$ cat src/rtl/simd_odd_dup.sv
module simd_odd_dup #(
  parameter int ELEM_W = 32,
  parameter int N_ELEM = 16,
  localparam int DW = ELEM_W * N_ELEM
) (
  input  logic              clk,
  input  logic              rst,
  input  logic              in_valid,
  input  logic [1:0]        enc_class,
  input  logic [1:0]        vlen_code,
  input  logic [N_ELEM-1:0] wmask,
  input  logic              use_mask,
  input  logic              zero_mode,
  input  logic [3:0]        spec_field,
  input  logic [DW-1:0]     src,
  input  logic [DW-1:0]     old_dst,
  output logic              out_valid,
  output logic              out_ud,
  output logic [DW-1:0]     out_dst
);

  localparam int LEG_N = 128 / ELEM_W;
  localparam int CW    = $clog2(N_ELEM) + 2;

  localparam logic [1:0] C_LEG  = 2'd0;
  localparam logic [1:0] C_VEC  = 2'd1;
  localparam logic [1:0] C_MASK = 2'd2;

  logic          len_bad, spec_bad, ud_c;
  logic [CW-1:0] act_cnt;
  logic [DW-1:0] nxt;

  assign act_cnt  = CW'(LEG_N) << vlen_code;
  assign len_bad  = (vlen_code == 2'd3)
                  | (enc_class == C_LEG && vlen_code != 2'd0)
                  | (enc_class == C_VEC && vlen_code == 2'd2);
  assign spec_bad = (enc_class != C_LEG) && (spec_field != 4'hF);
  assign ud_c     = (enc_class == 2'd3) | len_bad | spec_bad;

  for (genvar j = 0; j < N_ELEM; j++) begin : g_elem
    logic [ELEM_W-1:0] dup, old_e, res;
    logic              active, wr;

    assign dup    = src[(j | 1) * ELEM_W +: ELEM_W];
    assign old_e  = old_dst[j * ELEM_W +: ELEM_W];
    assign active = CW'(j) < act_cnt;
    assign wr     = !use_mask || wmask[j];

    always_comb begin
      if (ud_c)                    res = old_e;
      else if (enc_class == C_LEG) res = (j < LEG_N) ? dup : old_e;
      else if (!active)            res = '0;
      else if (enc_class == C_MASK && !wr) res = zero_mode ? '0 : old_e;
      else                         res = dup;
    end

    assign nxt[j * ELEM_W +: ELEM_W] = res;
  end

  always_ff @(posedge clk) begin
    if (rst) begin
      out_valid <= 1'b0;
      out_ud    <= 1'b0;
      out_dst   <= '0;
    end else begin
      out_valid <= in_valid;
      if (in_valid) begin
        out_ud  <= ud_c;
        out_dst <= nxt;
      end
    end
  end

  p_valid_follows_r12: assert property (@(posedge clk) disable iff (rst)
    in_valid |=> out_valid);

  p_valid_single_r12: assert property (@(posedge clk) disable iff (rst)
    !in_valid |=> !out_valid);

  p_reset_clears_r12: assert property (@(posedge clk)
    rst |=> (!out_valid && !out_ud));

  p_bad_class_r9: assert property (@(posedge clk) disable iff (rst)
    (in_valid && (enc_class == 2'd3 || vlen_code == 2'd3)) |=> out_ud);

  p_bad_spec_r8: assert property (@(posedge clk) disable iff (rst)
    (in_valid && enc_class != 2'd0 && spec_field != 4'hF) |=> out_ud);

  p_ud_keeps_old_r10: assert property (@(posedge clk) disable iff (rst)
    (in_valid && enc_class == 2'd3) |=> (out_dst == $past(old_dst)));

  p_low_pair_r1: assert property (@(posedge clk) disable iff (rst)
    (in_valid && enc_class == 2'd1 && vlen_code == 2'd0 && spec_field == 4'hF)
    |=> (out_dst[ELEM_W-1:0] == $past(src[2*ELEM_W-1:ELEM_W]) &&
         out_dst[2*ELEM_W-1:ELEM_W] == $past(src[2*ELEM_W-1:ELEM_W])));

  p_vec_zero_top_r3: assert property (@(posedge clk) disable iff (rst)
    (in_valid && enc_class == 2'd1 && vlen_code == 2'd0 && spec_field == 4'hF)
    |=> (out_dst[DW-1:128] == '0));

  p_legacy_keeps_top_r2: assert property (@(posedge clk) disable iff (rst)
    (in_valid && enc_class == 2'd0 && vlen_code == 2'd0)
    |=> (out_dst[DW-1:128] == $past(old_dst[DW-1:128])));

endmodule

$ cat config.mk
export PLATFORM = sky130hd
export DESIGN_NAME = simd_odd_dup
export DESIGN_NICKNAME = d
export VERILOG_FILES = /design/src/rtl/simd_odd_dup.sv
export SDC_FILE = /design/constraint.sdc
export NUM_CORES = 1
export LEC_CHECK = 0
export ABC_AREA = 1
export BUFFER_PORTS_ARGS = -buffer_cell sky130_fd_sc_hd__buf_2
export CAP_MARGIN = 20
export CORE_AREA = 2 2 612 614
export CTS_CLUSTER_SIZE = 28
export DETAILED_ROUTE_END_ITERATION = 10
export DIE_AREA = 0 0 614 616
export PLACE_DENSITY = 0.3
export SYNTH_ARGS = -nofsm -noshare
export SYNTH_HDL_FRONTEND = slang
export SYNTH_SLANG_ARGS = --single-unit
$ cat constraint.sdc
create_clock -name clk -period 1.6 [get_ports clk]
set_input_delay 0 -clock clk [delete_from_list [all_inputs] [get_ports clk]]
set_output_delay 0 -clock clk [all_outputs]
set_load 0.05 [all_outputs]
# Word-level counts from Yosys, hierarchy flattened
# Cells that the tools add are included.
totals:
  elab_cells: 165
  out_inout_bits: 514
  n_memories: 0
  reg_bits: 514
  ramBits: 0
  romBits: 0
  latch_bits: 0
op_classes:
  n_lt_le_gt_ge: 16
  eq_ne: 6
  multipliers: 0
  n_addsub: 0
  muxes: 80
  div: 0
  n_reduce_logical: 55
  bitwise_logic: 4
  n_shift: 1
ops:
  columns: ["cell", "n"]
  rows:
  - ["$mux W32", 80]
  - ["$lt A4 B6 Y1 const A", 8]
  - ["$lt A3 B6 Y1 const A", 4]
  - ["$logic_and A1 B1 Y1", 19]
  - ["$logic_not A1 Y1", 17]
  - ["$logic_or A1 B1 Y1", 16]
  - ["$lt A1 B6 Y1 const A", 2]
  - ["$lt A2 B6 Y1 const A", 2]
  - ["$eq A2 B2 Y1 const B", 4]
  - ["$shl A3 B2 Y6 const A", 1]
  - ["$ne A4 B4 Y1 const B", 1]
  - ["$or A1 B1 Y1", 4]
  - ["$reduce_bool A2 Y1", 2]
  - ["$eq A2 B1 Y1 const B", 1]
  - ["$logic_not A2 Y1", 1]

# Depth between registers and ports, before layout
# Gate-level depths: netlist of the first run.
logic_depth:
  ltp_word: 8
  ltp_mapped: 13
  depth_no_buf: 11

# Least setup slack after synthesis of the first run
# OpenSTA, ideal clock, no wires.
synth_timing:
  path_type: "in2reg"
  startpoint: "input vlen_code[1]"
  endpoint: "register out_dst[269]"
  setup_ps: 132
  required_time_ps: 1468
  path_stages: 11
  setup_slack_ps: 330
  arrival_time_ps: 1137
  cell_sequence: "buf_2 -> nor2_1 -> nand2_1 -> nand2_1 -> nand4_2 -> inv_2 -> buf_4 -> clkbuf_1 -> nand2_1 -> nand3_1 -> a21oi_1"
synth_via:
  elab_chain_cells: 7
  elab_cells_between_ends: 14
synth_lines:
  columns: ["element", "line_no", "source"]
  rows:
  - ["start, declared", "10", "input logic [1:0] vlen_code,"]
  - ["branches (longest 6 deep; another with $lt A4 B6 Y1)", null, null]
  - ["$mux W32 *", "50", "if (ud_c) res = old_e;"]
  - ["end signal, assigned", "69", "out_dst <= nxt;"]
  - ["end, declared", "19", "output logic [DW-1:0] out_dst"]
# Mark *: on every way between the ends.
# A chain may end at the register's enable or synchronous reset.

# Final worst setup path of the first run
layout_timing:
  startpoint: "input enc_class[1]"
  endpoint: "register out_dst[122]"
layout_via:
  elab_chain_cells: 7
  elab_cells_between_ends: 17
layout_lines:
  columns: ["element", "line_no", "source"]
  rows:
  - ["start, declared", "9", "input logic [1:0] enc_class,"]
  - ["$logic_not A2 Y1", "35, 51", null]
  - ["$logic_and A1 B1 Y1", "35", "| (enc_class == C_LEG && vlen_code != 2'd0)"]
  - ["$or A1 B1 Y1", "35", null]
  - ["$or A1 B1 Y1", "36", "| (enc_class == C_VEC && vlen_code == 2'd2);"]
  - ["$or A1 B1 Y1 (2 in series)", "38", "assign ud_c = (enc_class == 2'd3) | len_bad | spec_bad;"]
  - ["$mux W32 *", "50", null]
# Every way passes the cells marked *; elsewhere a longest branch is shown, timed or not.

==> results.txt, run 1 <==
Final setup viols: 0
r2r startpoint: out_dst[264]
global placement routability congestion: 0.8601
H-tree lvl count: 3
number of nets in the synthesized netlist: 7698
f_max: 641.4 MHz
worst clock skew on the final layout: 0 ps
clock tree from TritonCTS: yes
clock transition at the register clock pins on the worst setup and hold paths after CTS: 50 ps
initial drt markers: 3232
post-synthesis adder-cell area fraction: 0
worst-path fanout max: 6
Nets: 9925
Worst EP arrival: 2230 ps
horizontal die dimension: 614 um
input/output buffers: 1310
max-slew violation total from the final report: 0
setup slack on the worst flop-to-flop path: 370 ps
first-pass GRT wire length: 394.3 mm
remaining number of nets flagged by the antenna check after routing: 0
wire length per cell: 20.52 um
placeable core area: 371400 sq um
global routing usage on met3: 0.02898
placed cell count: 12797
post-route insts no fill: 13962
mux contribution to synthesized area: 0
dominant combinational cell family by area after synthesis: simple AND/OR/NAND/NOR gates
share of the synthesized netlist area taken by xor and xnor gates: 0
wirelength, routed: 286.6 mm
CP startpoint kind: input port
Core Rows: 224
final global-route overflow total: 0
total standard cell area after synthesis: 35940 sq um
number of warnings issued by yosys: 0
worst skew pair latency: 780 ps
number of endpoints with negative hold slack in the final report: 0
Global Route met1 Usage: 0.1781
Most Used Layer, Global Route: met2
critical path launch point: enc_class[1]
mean cell area of the mapped netlist: 5.409 sq um
cell chosen for the clock root: clkbuf_16
actual slew at the worst max-slew pin: 831.1 ps
Detailed Routing Iterations Pass 1: 5
type of the most critical hold path: in2reg
Post-Synth Simple-Gate Area: 0.4681
number of distinct library cells after synthesis: 20
proportion of synthesized chip area in sequential cells: 0.2863
unrepaired setup endpoints after global routing: yes
met2 Resource Use GR: 0.2500
crit path capture: out_dst[122]
pwr dens: 755.6 nW/um^2
worst hold slack: 72.18 ps
number of antenna violations at the first check in global routing: 92
DRC: 0
synthesized instance count: 6645
ratio of final minimum period to clock period: 0.9744
overall die area: 378200 sq um
category of the critical setup timing path: in2reg
R2R Path End: out_dst[264]
Req. time, crit path: 2270 ps
post-layout minimum cycle time: 1559 ps
Rel. slew slack: 0.4460
total clock sinks: 514
starting density of the core: 0.09679
peak supply drop: 0.6789 mV
run status: finished, final reports clean
sort of element at the end of the critical path: register
gr usage total: 0.1445
proportion of layout cells with a drive suffix above 1: 0.2102
synthesized-area fraction occupied by ao, oa, aoi and oai cells: 0.07571
cell chain of the critical path: buf_2 > buf_4 > inv_2 > nand2_2 > buf_4 > nand3_1 > nand2_4 > nand2_8 > clkinv_8 > buf_12 > buf_12 > nand2_1 > nand3_1 > dlygate4sd3_1 > buf_4 > nand2_1 > inv_1
buffering stage count on the worst path with inverters included: 10
overall power after layout: 48.42 mW
Synth Register Bits: 514
CP dominant cell by count: buf_4
I/O pins: 1567
max-capacitance violation count: 0
Worst path top cell family by delay: buffers and inverters
slowest cell delay on critical path: 570 ps
Slowest-stage cell, CP: dlygate4sd3_1
post-layout util: 0.1726
Lkg Pwr: 32.46 nW
synth-to-layout area growth: 78.27%
total via count after detailed routing: 50284
vias in the first global route: 49611
pin count of the biggest net entering global routing: 108
post-DP HPWL: 228.5 mm
die outline height: 616 um
maximum root-to-sink buffer count: 4
logic depth of the worst register-to-register path: 3
Via density: 3.601
number of buffers inserted during clock tree synthesis: 88
Critical Path Stages: 17
## cell families after synthesis
logic type,Yosys count
buf+inv,1532
compound gates,543
flops,514
simple gates,4056
## flip-flops by register name, summed over array words and instances (netlist names)
name,cells
out_ud,1
out_valid,1
out_dst,512
## where the power goes
part	internal, mW	switching, mW	leakage [nW]
Combinational	5.30	9.38	26.9
Sequential	13.6	0.515	4.25
Clock	11.6	7.99	1.35
Total	30.5	17.9	32.5
## tightest hold or removal path, delay by kind of cell
family	cells	cell delay (ps)
AOI/OAI and AO/OA	1	60
and+or+nand+nor	5	360
buffers and inverters	3	310
## worst min path at each step
| stage | slack (ps) | start | depth (start not counted) | end |
|---|---|---|---|---|
| 2_1_floorplan | 190 | old_dst[0] | 4 | out_dst[0] |
| 3_3_place_gp | 300 | old_dst[99] | 5 | out_dst[99] |
| 3_5_place_dp | 300 | old_dst[99] | 5 | out_dst[99] |
| 4_1_cts | 20 | zero_mode | 9 | out_dst[171] |
| 5_1_grt | 80 | zero_mode | 9 | out_dst[171] |
| 6_report | 70 | zero_mode | 9 | out_dst[171] |
## per-layer routing
layer  vias up  wire [um]
li1      24918          -
met1     23663     121800
met2      1322     138400
met3       337      16330
met4        44       9746
met5         -        269
## cell usage after synthesis
cell | n | area [sq um]
nor2_2 | 2 | 12.51
nand4_2 | 1 | 12.51
buf_4 | 60 | 450.4
inv_1 | 1009 | 3787
clkbuf_1 | 322 | 1209
buf_6 | 3 | 33.78
a21oi_1 | 379 | 1897
buf_1 | 43 | 161.4
nor2_1 | 407 | 1528
nand3_1 | 1233 | 6171
buf_2 | 88 | 440.4
inv_2 | 6 | 22.52
o21ai_2 | 1 | 8.760
clkinv_1 | 1 | 3.750
nand4_1 | 10 | 62.56
nand2_2 | 6 | 37.54
nand2_1 | 2396 | 8994
o21ai_0 | 163 | 815.8
or2_1 | 1 | 6.260
dfxtp_1 | 514 | 10290
## metrics by stage
step	TNS [ps]	instance area [sq um]	setup slack, ps
after detailed placement	-176390	51140	-505.8
after floorplan	0	35940	330.5
after global routing	-24.93	64020	-13.97
final	0	64080	40.91
after CTS	0	63550	0.8125
after global placement	-179640	51140	-511.2
## layout by cell type, fill, tap and decap left out, types with 2 or more instances in the layout
cell / instances
inv_8: 3
diode_2: 65
buf_16: 3
buf_8: 6
a21oi_2: 2
clkbuf_16: 93
nor2_4: 3
a21oi_1: 377
nand4_1: 10
nand2_4: 3
buf_2: 1259
buf_6: 23
clkbuf_1: 24
dfxtp_4: 4
clkinv_8: 3
buf_4: 275
clkinv_2: 7
buf_12: 140
o21ai_1: 3
inv_2: 7
dfxtp_1: 505
nand2_1: 2387
inv_1: 1004
dfxtp_2: 5
dlygate4sd3_1: 941
nor2_1: 405
o21ai_0: 160
clkbuf_8: 15
bufinv_16: 5
nand2_2: 11
nand3_1: 1232
## layout make-up
type	count	area [sq um]
Clock buffer	128	2524
Fill cell	43552	307300
Tap cell	4972	6221
Clock inverter	15	230.2
Antenna cell	65	162.7
Sequential cell	514	10310
Multi-Input combinational cell	4599	19640
Timing Repair Buffer	2653	21140
Inverter	1016	3850
## what timing repair did
item,CTS,global route
pin swaps,0,4
hold buffers,943,0
setup endpoints to repair,46,158
setup buffers,0,11
gates cloned,0,4
endpoints found under the hold margin,514,0
resized for setup,79,44
No activity file was read; power rests on OpenSTA's default activity.
==> inputs of run 2 (changes only) <==
Settings changed: CORE_AREA 2 2 612 614 to 2 2 605 607, DIE_AREA 0 0 614 616 to 0 0 607 609.
==> run 2 against run 1 <==
The flow now finishes with violations (setup timing). Global-route usage increased by 0.60 points. Critical path depth decreased by 10. Die area decreased by 2.3%. Highest routed layer unchanged.
==> results.txt, run 2 (synthesis gave the netlist of run 1 again) <==
run status: complete, but fails checks
failing checks: setup timing
register with the highest flop count: out_dst
total clock sinks: 514 (unchanged)
f_max: 616.9 MHz (-3.8%)
pin count of the biggest net entering global routing: 78 (-28%)
type of the most critical hold path: in2reg
overall power after layout: 48.97 mW (+1.1%)
met2 Resource Use GR: 0.2539 (+0.003849)
gr usage total: 0.1505 (+0.005978)
max-capacitance violation count: 0 (unchanged)
final setup slack of the worst path: -21.09 ps (-62.00 ps)
maximum root-to-sink buffer count: 4 (unchanged)
Nets: 10050 (+1.3%)
pwr dens: 750.5 nW/um^2 (-0.67%)
critical path launch point: in_valid
overall die area: 369700 sq um (-2.3%)
first-pass GRT wire length: 398.5 mm (+1.1%)
wirelength, routed: 291.0 mm (+1.6%)
worst clock skew on the final layout: 0 ps (unchanged)
cell chosen for the clock root: clkbuf_16
post-route insts no fill: 13944 (-0.13%)
number of endpoints with negative hold slack in the final report: 0 (unchanged)
total via count after detailed routing: 51058 (+1.5%)
most used cells in the layout excluding fill and tap cells: 2388 x nand2_1, 1243 x buf_2, 1233 x nand3_1, 1072 x dlygate4sd3_1, 1004 x inv_1
clock tree from TritonCTS: yes
Global Route met1 Usage: 0.1879 (+0.009861)
global routing usage on met3: 0.03012 (+0.001144)
Rel. slew slack: 0.6449 (+0.1990)
Req. time, crit path: 2280 ps (about the same)
actual slew at the worst max-slew pin: 532.6 ps (-298.5 ps)
flip-flop count of the largest register, all copies and words added: 512 (unchanged)
sort of element at the end of the critical path: register
r2r startpoint: out_dst[511]
input/output buffers: 1310 (unchanged)
remaining number of nets flagged by the antenna check after routing: 0 (unchanged)
horizontal die dimension: 607 um (-1.1%)
wire length per cell: 20.87 um (+1.7%)
max-slew violation total from the final report: 0 (unchanged)
Worst EP arrival: 2310 ps (+80 ps)
clock transition at the register clock pins on the worst setup and hold paths after CTS: 50 ps (about the same)
Via density: 3.662 (+1.7%)
post-DP HPWL: 230.6 mm (+0.92%)
worst skew pair latency: 770 ps (about the same)
peak supply drop: 0.7157 mV (+5.4%)
biggest registers after layout: out_dst: 512 flops, out_ud: 1 flops, out_valid: 1 flops
number of buffers inserted during clock tree synthesis: 91 (+3.4%)
Detailed Routing Iterations Pass 1: 5 (unchanged)
post-layout util: 0.1793 (+0.006752)
starting density of the core: 0.09878 (+0.001990)
I/O pins: 1567 (unchanged)
unrepaired setup endpoints after global routing: yes
Post-Place Setup Slack: -264.5 ps (+241.3 ps)
placeable core area: 363900 sq um (-2.0%)
global placement routability congestion: 0.8657 (+0.65%)
worst-path fanout max: 28 (+22)
die outline height: 609 um (-1.1%)
vias in the first global route: 49319 (-0.59%)
Core Rows: 222 (-0.89%)
leading cell type in the layout, fill and taps excluded: nand2_1
category of the critical setup timing path: in2reg
synth-to-layout area growth: 81.52%
Final setup viols: 2 (+2)
final global-route overflow total: 0 (unchanged)
number of antenna violations at the first check in global routing: 118 (+28%)
CP startpoint kind: input port
Most Used Layer, Global Route: met2
DRC: 0 (unchanged)
Lkg Pwr: 32.57 nW (+0.35%)
H-tree lvl count: 3 (unchanged)
initial drt markers: 3341 (+3.4%)
post-layout minimum cycle time: 1621 ps (+62.00 ps)
Worst Hold Launch: src[299]
proportion of layout cells with a drive suffix above 1: 0.2069 (-0.003280)
ratio of final minimum period to clock period: 1.013 (+0.03875)
worst hold slack: 26.42 ps (-45.76 ps)
placed cell count: 12628 (-1.3%)
run 2: area by class of cell:
| class | instances | area [sq um] |
|---|---|---|
| fill | 42772 | 298600 |
| antenna | 76 | 190.2 |
| inverter | 1016 | 3840 |
| sequential | 514 | 10310 |
| clock buffer | 129 | 2560 |
| tap | 4816 | 6026 |
| multi-input combinational | 4599 | 19600 |
| timing repair buffer | 2775 | 22470 |
| clock inverter | 19 | 241.5 |
run 2: final timing paths:
path                        to  slack, ps  cells after the start
setup / recovery  out_dst[366]        -20                      7
hold / removal    out_dst[299]         30                      7
setup reg to reg  out_dst[511]        440                      3
hold reg to reg   out_dst[448]        460                      2
run 2: per-stage QoR:
step | cell area [sq um] | TNS (ps)
after floorplan | 35940 | 0
after global placement | 50870 | -56830
after detailed placement | 50870 | -59630
after CTS | 64690 | 0
after global routing | 65190 | -59.55
final | 65240 | -27.79
run 2: worst max-delay path, cell delays in order:
cell	delay [ps]
dlygate4sd3_1	590
buf_8	210
buf_12	210
buf_12	240
nand3_1	150
dlygate4sd3_1	610
a21oi_1	120
run 2: repair_timing:
action,CTS,global route
endpoints found under the hold margin,514,0
buffers inserted,0,14
cloned,0,5
gates resized for setup,103,31
hold buffers,1074,0
pin swaps,0,2
setup endpoints to repair,62,86
run 2: metal layers:
metal,up-vias,part of all wire
li1,25192,-
met1,23944,0.43
met2,1469,0.47
met3,403,0.059
met4,50,0.037
met5,-,0.0011
run 2: power breakdown:
part / switching [mW] / internal, mW / total [mW]
registers: 0.527 / 13.6 / 14.1
clock network: 8.18 / 11.7 / 19.8
logic: 9.40 / 5.58 / 15.0
